<file path="src/rtl/tcf_pkg.sv">
package tcf_pkg;
  localparam int unsigned NUM_IND = 4;

  typedef struct packed {
    logic wr;
    logic pre;
    logic brk;
  } tcf_act_t;
endpackage

</file>
<file path="src/rtl/tcf_act_decode.sv">
module tcf_act_decode
  import tcf_pkg::*;
(
  input  logic     clk,
  input  logic     rst_n,
  input  logic     data_wr,
  input  logic     tx_en,
  input  logic     send_brk,
  output tcf_act_t act,
  output logic     any_act
);
  logic en_q;
  logic brk_q;

  always_ff @(posedge clk or negedge rst_n) begin
    if (!rst_n) begin
      en_q  <= 1'b0;
      brk_q <= 1'b0;
    end else begin
      en_q  <= tx_en;
      brk_q <= send_brk;
    end
  end

  always_comb begin
    act.wr  = data_wr;
    act.pre = tx_en & ~en_q;
    act.brk = send_brk & ~brk_q;
    any_act = act.wr | act.pre | act.brk;
  end
endmodule

</file>
<file path="src/rtl/tcf_activity.sv">
module tcf_activity #(
  parameter int unsigned N = 4
) (
  input  logic [N-1:0] ind,
  output logic         busy
);
  localparam int unsigned LAST = N - 1;
  logic [LAST:0] chain;

  generate
    for (genvar i = 0; i < N; i++) begin : g_or
      if (i == 0) begin : g_first
        assign chain[i] = ind[i];
      end else begin : g_next
        assign chain[i] = chain[i-1] | ind[i];
      end
    end
  endgenerate

  assign busy = chain[LAST];
endmodule

</file>
<file path="src/rtl/tcf_flag_ctrl.sv">
module tcf_flag_ctrl (
  input  logic clk,
  input  logic rst_n,
  input  logic busy,
  input  logic stat_rd,
  input  logic any_act,
  output logic flag,
  output logic armed,
  output logic waiting
);
  logic arm_clear;
  logic wait_n;
  logic flag_n;
  logic armed_n;

  always_comb begin
    arm_clear = armed & any_act;
    if (busy)           wait_n = 1'b0;
    else if (arm_clear) wait_n = 1'b1;
    else                wait_n = waiting;
    flag_n  = ~busy & ~wait_n;
    armed_n = flag_n & (armed | (stat_rd & flag));
  end

  always_ff @(posedge clk or negedge rst_n) begin
    if (!rst_n) begin
      flag    <= 1'b1;
      armed   <= 1'b0;
      waiting <= 1'b0;
    end else begin
      flag    <= flag_n;
      armed   <= armed_n;
      waiting <= wait_n;
    end
  end
endmodule

</file>
<file path="src/rtl/tx_complete_flag.sv">
module tx_complete_flag
  import tcf_pkg::*;
(
  input  logic clk,
  input  logic rst_n,
  input  logic txq_empty,
  input  logic shift_busy,
  input  logic pre_active,
  input  logic brk_active,
  input  logic stat_rd,
  input  logic data_wr,
  input  logic tx_en,
  input  logic send_brk,
  input  logic ser_in,
  output logic done_flag,
  output logic pre_start,
  output logic brk_start,
  output logic ser_out
);
  tcf_act_t           act;
  logic               any_act;
  logic               busy;
  logic               armed;
  logic               waiting;
  logic [NUM_IND-1:0] ind;

  assign ind = {brk_active, pre_active, shift_busy, ~txq_empty};

  tcf_act_decode u_dec (
    .clk(clk), .rst_n(rst_n), .data_wr(data_wr), .tx_en(tx_en),
    .send_brk(send_brk), .act(act), .any_act(any_act)
  );

  tcf_activity #(.N(NUM_IND)) u_act (.ind(ind), .busy(busy));

  tcf_flag_ctrl u_flag (
    .clk(clk), .rst_n(rst_n), .busy(busy), .stat_rd(stat_rd),
    .any_act(any_act), .flag(done_flag), .armed(armed), .waiting(waiting)
  );

  assign pre_start = act.pre;
  assign brk_start = act.brk;
  assign ser_out   = done_flag | ser_in;
endmodule

</file>
<file path="config.mk">
export PLATFORM = sky130hd
export DESIGN_NAME = tx_complete_flag
export DESIGN_NICKNAME = d
export VERILOG_FILES = /design/src/rtl/tcf_pkg.sv /design/src/rtl/tcf_act_decode.sv /design/src/rtl/tcf_activity.sv /design/src/rtl/tcf_flag_ctrl.sv /design/src/rtl/tx_complete_flag.sv
export SDC_FILE = /design/constraint.sdc
export NUM_CORES = 1
export LEC_CHECK = 0
export BUFFER_PORTS_ARGS = -buffer_cell sky130_fd_sc_hd__buf_2
export CORE_AREA = 4 4 41 43
export CTS_CLUSTER_SIZE = 20
export DETAILED_ROUTE_END_ITERATION = 6
export DIE_AREA = 0 0 45 47
export PLACE_DENSITY = 0.45
export SLEW_MARGIN = 20
export SYNTH_ARGS = -nofsm -noshare
export SYNTH_HDL_FRONTEND = slang
export SYNTH_SLANG_ARGS = --single-unit
</file>
<file path="constraint.sdc">
create_clock -name clk -period 1.3 [get_ports clk]
set_input_delay 0.195 -clock clk [delete_from_list [all_inputs] [get_ports clk]]
set_output_delay 0.195 -clock clk [all_outputs]
set_load 0.005 [all_outputs]
</file>
# Word-level counts from Yosys, hierarchy flattened
# Cells that the tools add are included.
# op_classes
mux	2
bitwise	18
# op_table
cell	n
OR 1 bit	7
AND 1 bit	6
inverter 1 bit	5
two-way mux 1 bit	2
# word_totals
reg_bits	5
in_bits	11
out_inout_bits	4
wordCells	25

# Depth between registers and ports, before layout
# Gate-level depths: netlist of the first run.
# depth
ltp_word	10
mapped_depth	3

# Hierarchy
# From an unflattened synthesis of the first run, not the netlist that was laid out.
# hier_totals
cells_unflattened	18
area_unflattened_um2	225.2
# modules_own_cells
mod	n_inst	cells_per_inst	area_each_um2
tcf_flag_ctrl	1	9	131.4
tcf_act_decode	1	6	76.3
tx_complete_flag	1	2	10.0
tcf_activity	1	1	7.5

# Least setup slack after synthesis of the first run
# No wires, ideal clock.
# synth_path
path_type	register -> register
startpoint	register u_flag.waiting
endpoint	register u_flag.waiting
setup_ns	0.119
arrival_time_ns	1.054
required_time_ns	1.181
slack_ns	0.127
stages_incl_launch_ff	4
cell_sequence	dfrtp_1 -> or2_0 -> o32a_1 -> nor2b_1
# synth_via
elab_chain_len	2
# synth_lines
element	line	rtl
start, declared	tcf_flag_ctrl.sv:9	output logic waiting
start signal, assigned	tcf_flag_ctrl.sv:33	waiting <= wait_n;
two-way mux 1 bit	tcf_flag_ctrl.sv:19	else if (arm_clear) wait_n = 1'b1;
two-way mux 1 bit	tcf_flag_ctrl.sv:18	if (busy) wait_n = 1'b0;
named net u_flag.wait_n	tcf_flag_ctrl.sv:12	logic wait_n;
# The timed path passes the listed nets, and every way through them passes these cells.

# Worst setup path in the final report of the first run
# layout_path
startpoint	register u_flag.waiting
endpoint	register u_flag.armed
# layout_via
elab_chain_len	5
# layout_lines
element	line	rtl
two-way mux 1 bit	tcf_flag_ctrl.sv:19	
two-way mux 1 bit	tcf_flag_ctrl.sv:18	
inverter 1 bit	tcf_flag_ctrl.sv:21	flag_n = ~busy & ~wait_n;
AND 1 bit	tcf_flag_ctrl.sv:21	
AND 1 bit	tcf_flag_ctrl.sv:22	armed_n = flag_n & (armed | (stat_rd & flag));
named net u_flag.armed_n	tcf_flag_ctrl.sv:14	logic armed_n;
end signal, assigned	tcf_flag_ctrl.sv:32	armed <= armed_n;
end, declared	tcf_flag_ctrl.sv:8	output logic armed,
# The timed path passes the listed nets, and every way through them passes these cells.

==> results of run 1 <==
flip-flops by register name, summed over array words and instances, names as in the netlist:
name	count
u_dec.en_q	1
u_flag.flag	1
u_flag.waiting	1
u_flag.armed	1
u_dec.brk_q	1
synthesized netlist by cell type:
cell type  count  area (um2)
a21oi_1        1        5.00
dfrtp_1        4         100
dfstp_2        1        26.3
nor2_1         1        3.75
nor2b_1        3        18.8
nor3_2         1        10.0
o32a_1         1        10.0
or2_0          1        6.26
or2_2          1        6.26
or4b_1         1        10.0
critical path: stages, from the launching register on:
cell and delay, ps:
dfrtp_1 360, or2_0 220, o32a_1 380, nor3_2 170
logic make-up after synthesis:
| logic type | Yosys count | share of synthesized area |
|---|---|---|
| AND/OR/NAND/NOR | 8 | 0.280 |
| flip-flops | 5 | 0.643 |
| AO/OA/AOI/OAI | 2 | 0.0764 |
through the flow:
stage	utilization	total power, mW
after floorplan	-	0.173
after global placement	0.219	0.196
after detailed placement	0.219	0.197
after CTS	0.247	0.381
after global routing	0.247	0.401
final	0.247	0.370
cells in the final DEF, fill, tap and decap left out, types with 3 or more instances in the layout:
cell	synthesis	final
nor2b_1	3	3
dfrtp_1	4	4
clkbuf_4	0	3
buf_2	0	14
area by class of cell:
| class | count | area (um2) |
|---|---|---|
| Sequential cell | 5 | 126 |
| Tap cell | 15 | 18.8 |
| Multi-Input combinational cell | 10 | 70.1 |
| Fill cell | 152 | 980 |
| Timing Repair Buffer | 15 | 80.1 |
| Clock buffer | 4 | 26.3 |
layer usage:
layer,track usage,share of wire
met5,0,0
met4,0.0526,0
met3,0.0230,0.064
met2,0.102,0.65
met1,0.0438,0.29
final timing paths:
| kind | startpoint | endpoint | slack, ps |
|---|---|---|---|
| setup / recovery | u_flag.waiting$_DFF_PN0_ | u_flag.armed$_DFF_PN0_ | 80 |
| hold / removal | send_brk | u_dec.brk_q$_DFF_PN0_ | 80 |
| setup reg to reg | u_flag.waiting$_DFF_PN0_ | u_flag.armed$_DFF_PN0_ | 80 |
| hold reg to reg | u_flag.armed$_DFF_PN0_ | u_flag.armed$_DFF_PN0_ | 580 |
| max in group asynchronous | rst_n | u_flag.flag$_DFF_PN1_ | 770 |
| min in group asynchronous | rst_n | u_flag.waiting$_DFF_PN0_ | 320 |
timing repair:
| item | in CTS | in global routing |
|---|---|---|
| gates resized for setup | 0 | 0 |
| endpoints found under the hold margin | 5 | 0 |
| hold buffers | 1 | 0 |
power by group:
group	total, mW	switching [mW]	internal, mW
sequential	0.162	0.00125	0.161
combinational	0.0339	0.0133	0.0207
clock	0.173	0.0577	0.116
==> metrics.yaml, run 1 <==
outcome: "completed"
gr-total-overflow: 0
start_util: 0.151
clock_path_buffers: 2
drt-pass1-iter-count: 1
fin_cells: 49
vias_per_cell: 3.63
antennaDiodeCount: 0
cp.arrival_ps: 1370
drcViolationCount: 0
wirelength_um: 466
maxCapViolCount: 0
r2r_cells: 3
cp_max_fo: 3
maxSlewViolCount: 0
critPathKind: "flip-flop to flip-flop"
syn_nets: 26
clkLatencyLatePin_ps: 240
die_x_um: 45
track_usage: 0.0556
clkTransAtPathRegs_ps: 40
avgSynthCellArea_um2: 13.1
antenna_found_initial: 0
whs_path_depth: 1
clock_skew_ps: 2.35
worstSetupEndpointType: "flip-flop"
ys.warnings.count: 0
numPortBuffers: 14
syn-cell-area_um2: 196
finalWorstSetupSlack_ps: 84.7
synth-seq-cells: 5
fin_nets: 46
total_leakage_power_nw: 0.158
synthCells: 15
power_density_nw_per_um2: 1150
grt_pass1_wl_um: 765
cts_setup_buffers: 0
area_growth_pct: 63.7
placed_cells: 44
finalInstanceArea_um2: 322
h-tree-depth: 1
hold_viol: 0
grt_pass1_vias: 206
place_area_um2: 285
tns_ps: 0
fin_hold_ws_ps: 78.1
finalWeightedCongestion: 0.688
vias: 178
synth.yosys.seq_area_share: 0.643
die_h_um: 47
wire_per_inst_um: 9.51
hold_path_class: "input pin to flip-flop"
drive_gt1_frac: 0.588
die-area_um2: 2120
ios: 15
ir_drop_mv: 0.417
dp_slack_ps: 87.0
min_period_ps: 1220
fmax_mhz: 823
root_buffer: "clkbuf_4"
grt_max_degree: 6
rsz0062_at_grt: "no"
core-area_um2: 1300
tightest_slew_ps: 200
setup_violations: 0
cts-buffers-inserted: 3
ant_nets: 0
clock-sinks: 5
slew_headroom: 0.867
fp-row-count: 13
required_ps: 1450
drt_iter0_markers: 0
cp-start-kind: "flip-flop"
ys_types: 10
cts_tree: "yes"
fin_crit_sh: 0.935
(Power assumes the default switching activity.)
==> run 2, diff against run 1 <==
--- a/config.mk
+++ b/config.mk
@@ -6,11 +6,11 @@
 export NUM_CORES = 1
 export LEC_CHECK = 0
 export BUFFER_PORTS_ARGS = -buffer_cell sky130_fd_sc_hd__buf_2
-export CORE_AREA = 4 4 41 43
+export CORE_AREA = 2 2 39 41
 export CTS_CLUSTER_SIZE = 20
 export DETAILED_ROUTE_END_ITERATION = 6
-export DIE_AREA = 0 0 45 47
-export PLACE_DENSITY = 0.45
+export DIE_AREA = 0 0 41 43
+export PLACE_DENSITY_LB_ADDON = 0.15
 export SLEW_MARGIN = 20
 export SYNTH_ARGS = -nofsm -noshare
 export SYNTH_HDL_FRONTEND = slang
==> run 2 against run 1 <==
Against the previous run:
- register-to-register slack is essentially flat
- sequential power is essentially flat
- hold slack lost 1.4 ps
- die area shrank 17%
- flip-flop and latch count is the same
- sequential share of layout area shrank 0.15 points
- clock power is essentially flat
- cell count grew 2.0%
- maximum frequency shrank 0.31%
- global-route usage grew 0.19 points
- setup slack lost 3.8 ps
- critical endpoint is now u_flag.waiting$_DFF_PN0_
==> metrics.yaml, run 2 (synthesis results as in run 1) <==
grt_pass1_wl_um: 600
drcViolationCount: 0
wire_per_inst_um: 8.10
maxSlewViolCount: 0
clock-sinks: 5
core-area_um2: 1380
drt-pass1-iter-count: 2
drt_iter0_markers: 1
grt_pass1_vias: 180
cp_max_fo: 3
fin_crit_sh: 0.938
grt_max_degree: 6
root_buffer: "clkbuf_4"
slew_headroom: 0.895
critPathKind: "flip-flop to flip-flop"
die_x_um: 41
vias: 183
area_growth_pct: 64.3
fin_nets: 46
cts_tree: "yes"
holdBufCountCts: 1
fp-row-count: 14
antenna_found_initial: 0
final_cell_mix: "14 x buf_2, 4 x dfrtp_1, 3 x nor2b_1, 3 x clkbuf_4"
finalWeightedCongestion: 0.542
antennaDiodeCount: 0
clock_path_buffers: 2
die_h_um: 43
gr-total-overflow: 0
ir_drop_mv: 0.245
totalPowerFinal_uw: 368
drive_gt1_frac: 0.588
post-route-util: 0.233
cp-start-kind: "flip-flop"
setup_violations: 0
start_util: 0.142
ant_nets: 0
cts_setup_buffers: 0
hold_viol: 0
fin_hold_ws_ps: 76.7
cp.arrival_ps: 1340
track_usage: 0.0575
ios: 15
maxCapViolCount: 0
clock_skew_ps: 6.18
vias_per_cell: 3.66
hold_path_class: "input pin to flip-flop"
wirelength_um: 405
rsz0062_at_grt: "no"
required_ps: 1420
worstSetupEndpointType: "flip-flop"
die-area_um2: 1760
tns_ps: 0
clkTransAtPathRegs_ps: 40
numPortBuffers: 14
tightest_slew_ps: 158
outcome: "completed"
ctsResizeCount: 0
total_leakage_power_nw: 0.158
h-tree-depth: 1
fmax_mhz: 820
power_density_nw_per_um2: 1140
layout_commonest_cell: "buf_2"
cts-buffers-inserted: 3
min_period_ps: 1220
clkLatencyLatePin_ps: 240
-- run 2: critical path, cell delays in order, from the launching register on --
cell	delay [ps]
dfrtp_1	360
or2_0	220
o32a_1	390
nor2b_1	140
-- run 2: worst paths after layout --
check | startpoint | endpoint | slack (ps) | cells past startpoint
max | u_flag.waiting$_DFF_PN0_ | u_flag.waiting$_DFF_PN0_ | 80 | 3
min | send_brk | u_dec.brk_q$_DFF_PN0_ | 80 | 1
max reg2reg | u_flag.waiting$_DFF_PN0_ | u_flag.waiting$_DFF_PN0_ | 80 | 3
min reg2reg | u_flag.armed$_DFF_PN0_ | u_flag.armed$_DFF_PN0_ | 540 | 2
max in group asynchronous | rst_n | u_flag.flag$_DFF_PN1_ | 780 | 2
min in group asynchronous | rst_n | u_dec.en_q$_DFF_PN0_ | 310 | 2
-- run 2: cell type report --
| class | count | area [um2] |
|---|---|---|
| Timing Repair Buffer | 15 | 80.1 |
| Tap cell | 16 | 20.0 |
| Sequential cell | 5 | 126 |
| Clock buffer | 4 | 26.3 |
| Fill cell | 156 | 1060 |
| Multi-Input combinational cell | 10 | 70.1 |
-- run 2: stage by stage --
stage,setup WS [ps],instance area (um2),cells
3_3_place_gp,82.4,287,45
2_1_floorplan,127,196,15
3_5_place_dp,87.6,287,45
4_1_cts,77.9,323,50
6_report,80.9,323,50
5_1_grt,17.4,323,50
-- run 2: per-layer routing --
metal,vias to the layer above,global-route usage,share of wire
met1,77,0.0456,0.36
li1,92,-,-
met4,0,0.0800,0.030
met5,-,0,0
met2,12,0.0781,0.52
met3,2,0.0314,0.091
-- run 2: where the power goes --
group          total (mW)  internal (mW)  switching (mW)
clock network       0.173          0.116          0.0571
logic              0.0333         0.0206          0.0126
registers           0.162          0.161         0.00144
==> run 3, diff against run 2 <==
--- a/config.mk
+++ b/config.mk
@@ -5,6 +5,7 @@
 export SDC_FILE = /design/constraint.sdc
 export NUM_CORES = 1
 export LEC_CHECK = 0
+export ABC_AREA = 1
 export BUFFER_PORTS_ARGS = -buffer_cell sky130_fd_sc_hd__buf_2
 export CORE_AREA = 2 2 39 41
 export CTS_CLUSTER_SIZE = 20
==> run 3 against run 2 <==
Against the previous run:
- via count increased by 12%
- area after synthesis increased by 19%
- critical path depth fell by 1
- register-to-register slack better by 380 ps
- die area did not move
==> metrics.yaml, run 3 <==
critPathKind: "flip-flop to primary output"
fmax_mhz: 826
yosys-top-cells-area: "dfrtp_1 43%, inv_1 14%, dfstp_2 11%"
synth_top_area_frac: 0.428
crit_path_max_incr_delay_ps: 370
fin_cells: 60
vias_per_cell: 3.42
synth_edf_count: 0
cp.arrival_ps: 1020
required_ps: 1110
yosysTopAreaCell: "dfrtp_1"
ys.warnings.count: 0
power_density_nw_per_um2: 1080
gr-total-overflow: 0
core-area_um2: 1380
setup_violations: 0
clkTransAtPathRegs_ps: 50
die-area_um2: 1760
synth.most_common_cell: "inv_1"
min_period_ps: 1210
grt_max_degree: 6
grt_pass1_vias: 209
tns_ps: 0
clock_skew_ps: 8.79
drive_gt1_frac: 0.568
avgSynthCellArea_um2: 9.36
ios: 15
wire_per_inst_um: 7.67
placed_cells: 55
dp_hpwl_um: 356
drt-pass1-iter-count: 4
totalPowerFinal_uw: 390
maxCapViolCount: 0
numPortBuffers: 14
drcViolationCount: 0
hold_viol: 0
cp-start-kind: "flip-flop"
synth-seq-cells: 5
layout_commonest_cell: "buf_2"
synth_ff_type: "dfrtp_1"
syn_nets: 36
synthCells: 25
slew_headroom: 0.893
cp_max_fo: 3
grt_pass1_wl_um: 731
path_cells: "or2_2 > buf_2"
syn-cell-area_um2: 234
async_flop_share: 1.00
start_util: 0.169
clock-sinks: 5
antennaDiodeCount: 0
root_buffer: "clkbuf_4"
area_growth_pct: 54.5
finalInstanceArea_um2: 362
ys_types: 11
ir_drop_mv: 0.409
synth.yosys.seq_area_share: 0.540
tightest_slew_ps: 160
finalWorstSetupSlack_ps: 89.5
maxSlewViolCount: 0
ctsResizeCount: 0
fp-row-count: 14
die_x_um: 41
cp_slowest_cell: "dfstp_2"
h-tree-depth: 1
clock_path_buffers: 2
fin_nets: 56
worstSetupEndpointType: "primary output"
clkLatencyLatePin_ps: 250
dp_slack_ps: 353
post-route-util: 0.261
total_leakage_power_nw: 0.210
hold_path_class: "input pin to flip-flop"
rsz0062_at_grt: "no"
track_usage: 0.0696
yosys-top-cells-count: "9 x inv_1, 4 x dfrtp_1, 2 x a21oi_1, 2 x nand2_1, 2 x nand2_2"
antenna_found_initial: 0
r2r_slack_ps: 460
cts_setup_buffers: 0
finalWeightedCongestion: 0.605
drt_iter0_markers: 1
die_h_um: 43
place_area_um2: 324
ant_nets: 0
fin_crit_sh: 0.931
fin_hold_ws_ps: 73.5
final_cell_mix: "14 x buf_2, 9 x inv_1, 4 x dfrtp_1"
cts-buffers-inserted: 3
vias: 205
wirelength_um: 460
outcome: "completed"
cts_tree: "yes"
[run 3: cell types whose count changed after synthesis, moves of 2 or more]
cell,delta
nand2_1,+2
nand2_2,+2
inv_1,+9
nor2b_1,-3
[run 3: where the power goes]
| group | switching [mW] | internal (mW) | total, mW | leakage, nW |
|---|---|---|---|---|
| logic | 0.0204 | 0.0230 | 0.0434 | 0.131 |
| clock network | 0.0730 | 0.112 | 0.185 | 0.0177 |
| registers | 0.00134 | 0.161 | 0.162 | 0.0616 |
[run 3: worst max-delay path, delay by kind of cell, from the launching register on]
kind / cells / cell delay, ps
buf+inv: 1 / 120
simple gates: 1 / 270
flops: 1 / 370
[run 3: area by class of cell]
cell class / instances / area (um2)
clock inverters: 1 / 5.00
well taps: 16 / 20.0
repair buffers: 15 / 80.1
clock buffers: 3 / 22.5
fillers: 156 / 1020
multi-input cells: 11 / 73.8
flip-flops and latches: 5 / 126
inverters: 9 / 33.8
[run 3: repair_timing]
item / CTS / global route
hold endpoints to repair: 5 / 0
endpoints found under the setup margin: 0 / 0
hold buffers: 1 / 0
[run 3: logic make-up (layout without fill, tap and decap cells)]
kind of cell / Yosys count / in the layout / synth area share
AO/OA/AOI/OAI: 2 / 2 / 0.0428
buffers and inverters: 9 / 28 / 0.144
flip-flops: 5 / 5 / 0.540
AND/OR/NAND/NOR: 9 / 9 / 0.273
[run 3: final timing paths]
check                                          from  cells after the start                endpoint
min in group asynchronous                     rst_n                      2   u_dec.brk_q$_DFF_PN0_
max                           u_flag.flag$_DFF_PN1_                      2                 ser_out
max in group asynchronous                     rst_n                      2   u_flag.flag$_DFF_PN1_
min                                        send_brk                      1   u_dec.brk_q$_DFF_PN0_
min reg2reg                u_flag.waiting$_DFF_PN0_                      3   u_flag.flag$_DFF_PN1_
max reg2reg                   u_dec.brk_q$_DFF_PN0_                      6  u_flag.armed$_DFF_PN0_
[run 3: layer usage]
layer	global-route usage	part of all wire
met1	0.0621	0.38
met5	0	0
met2	0.100	0.48
met3	0.0471	0.13
met4	0.0600	0
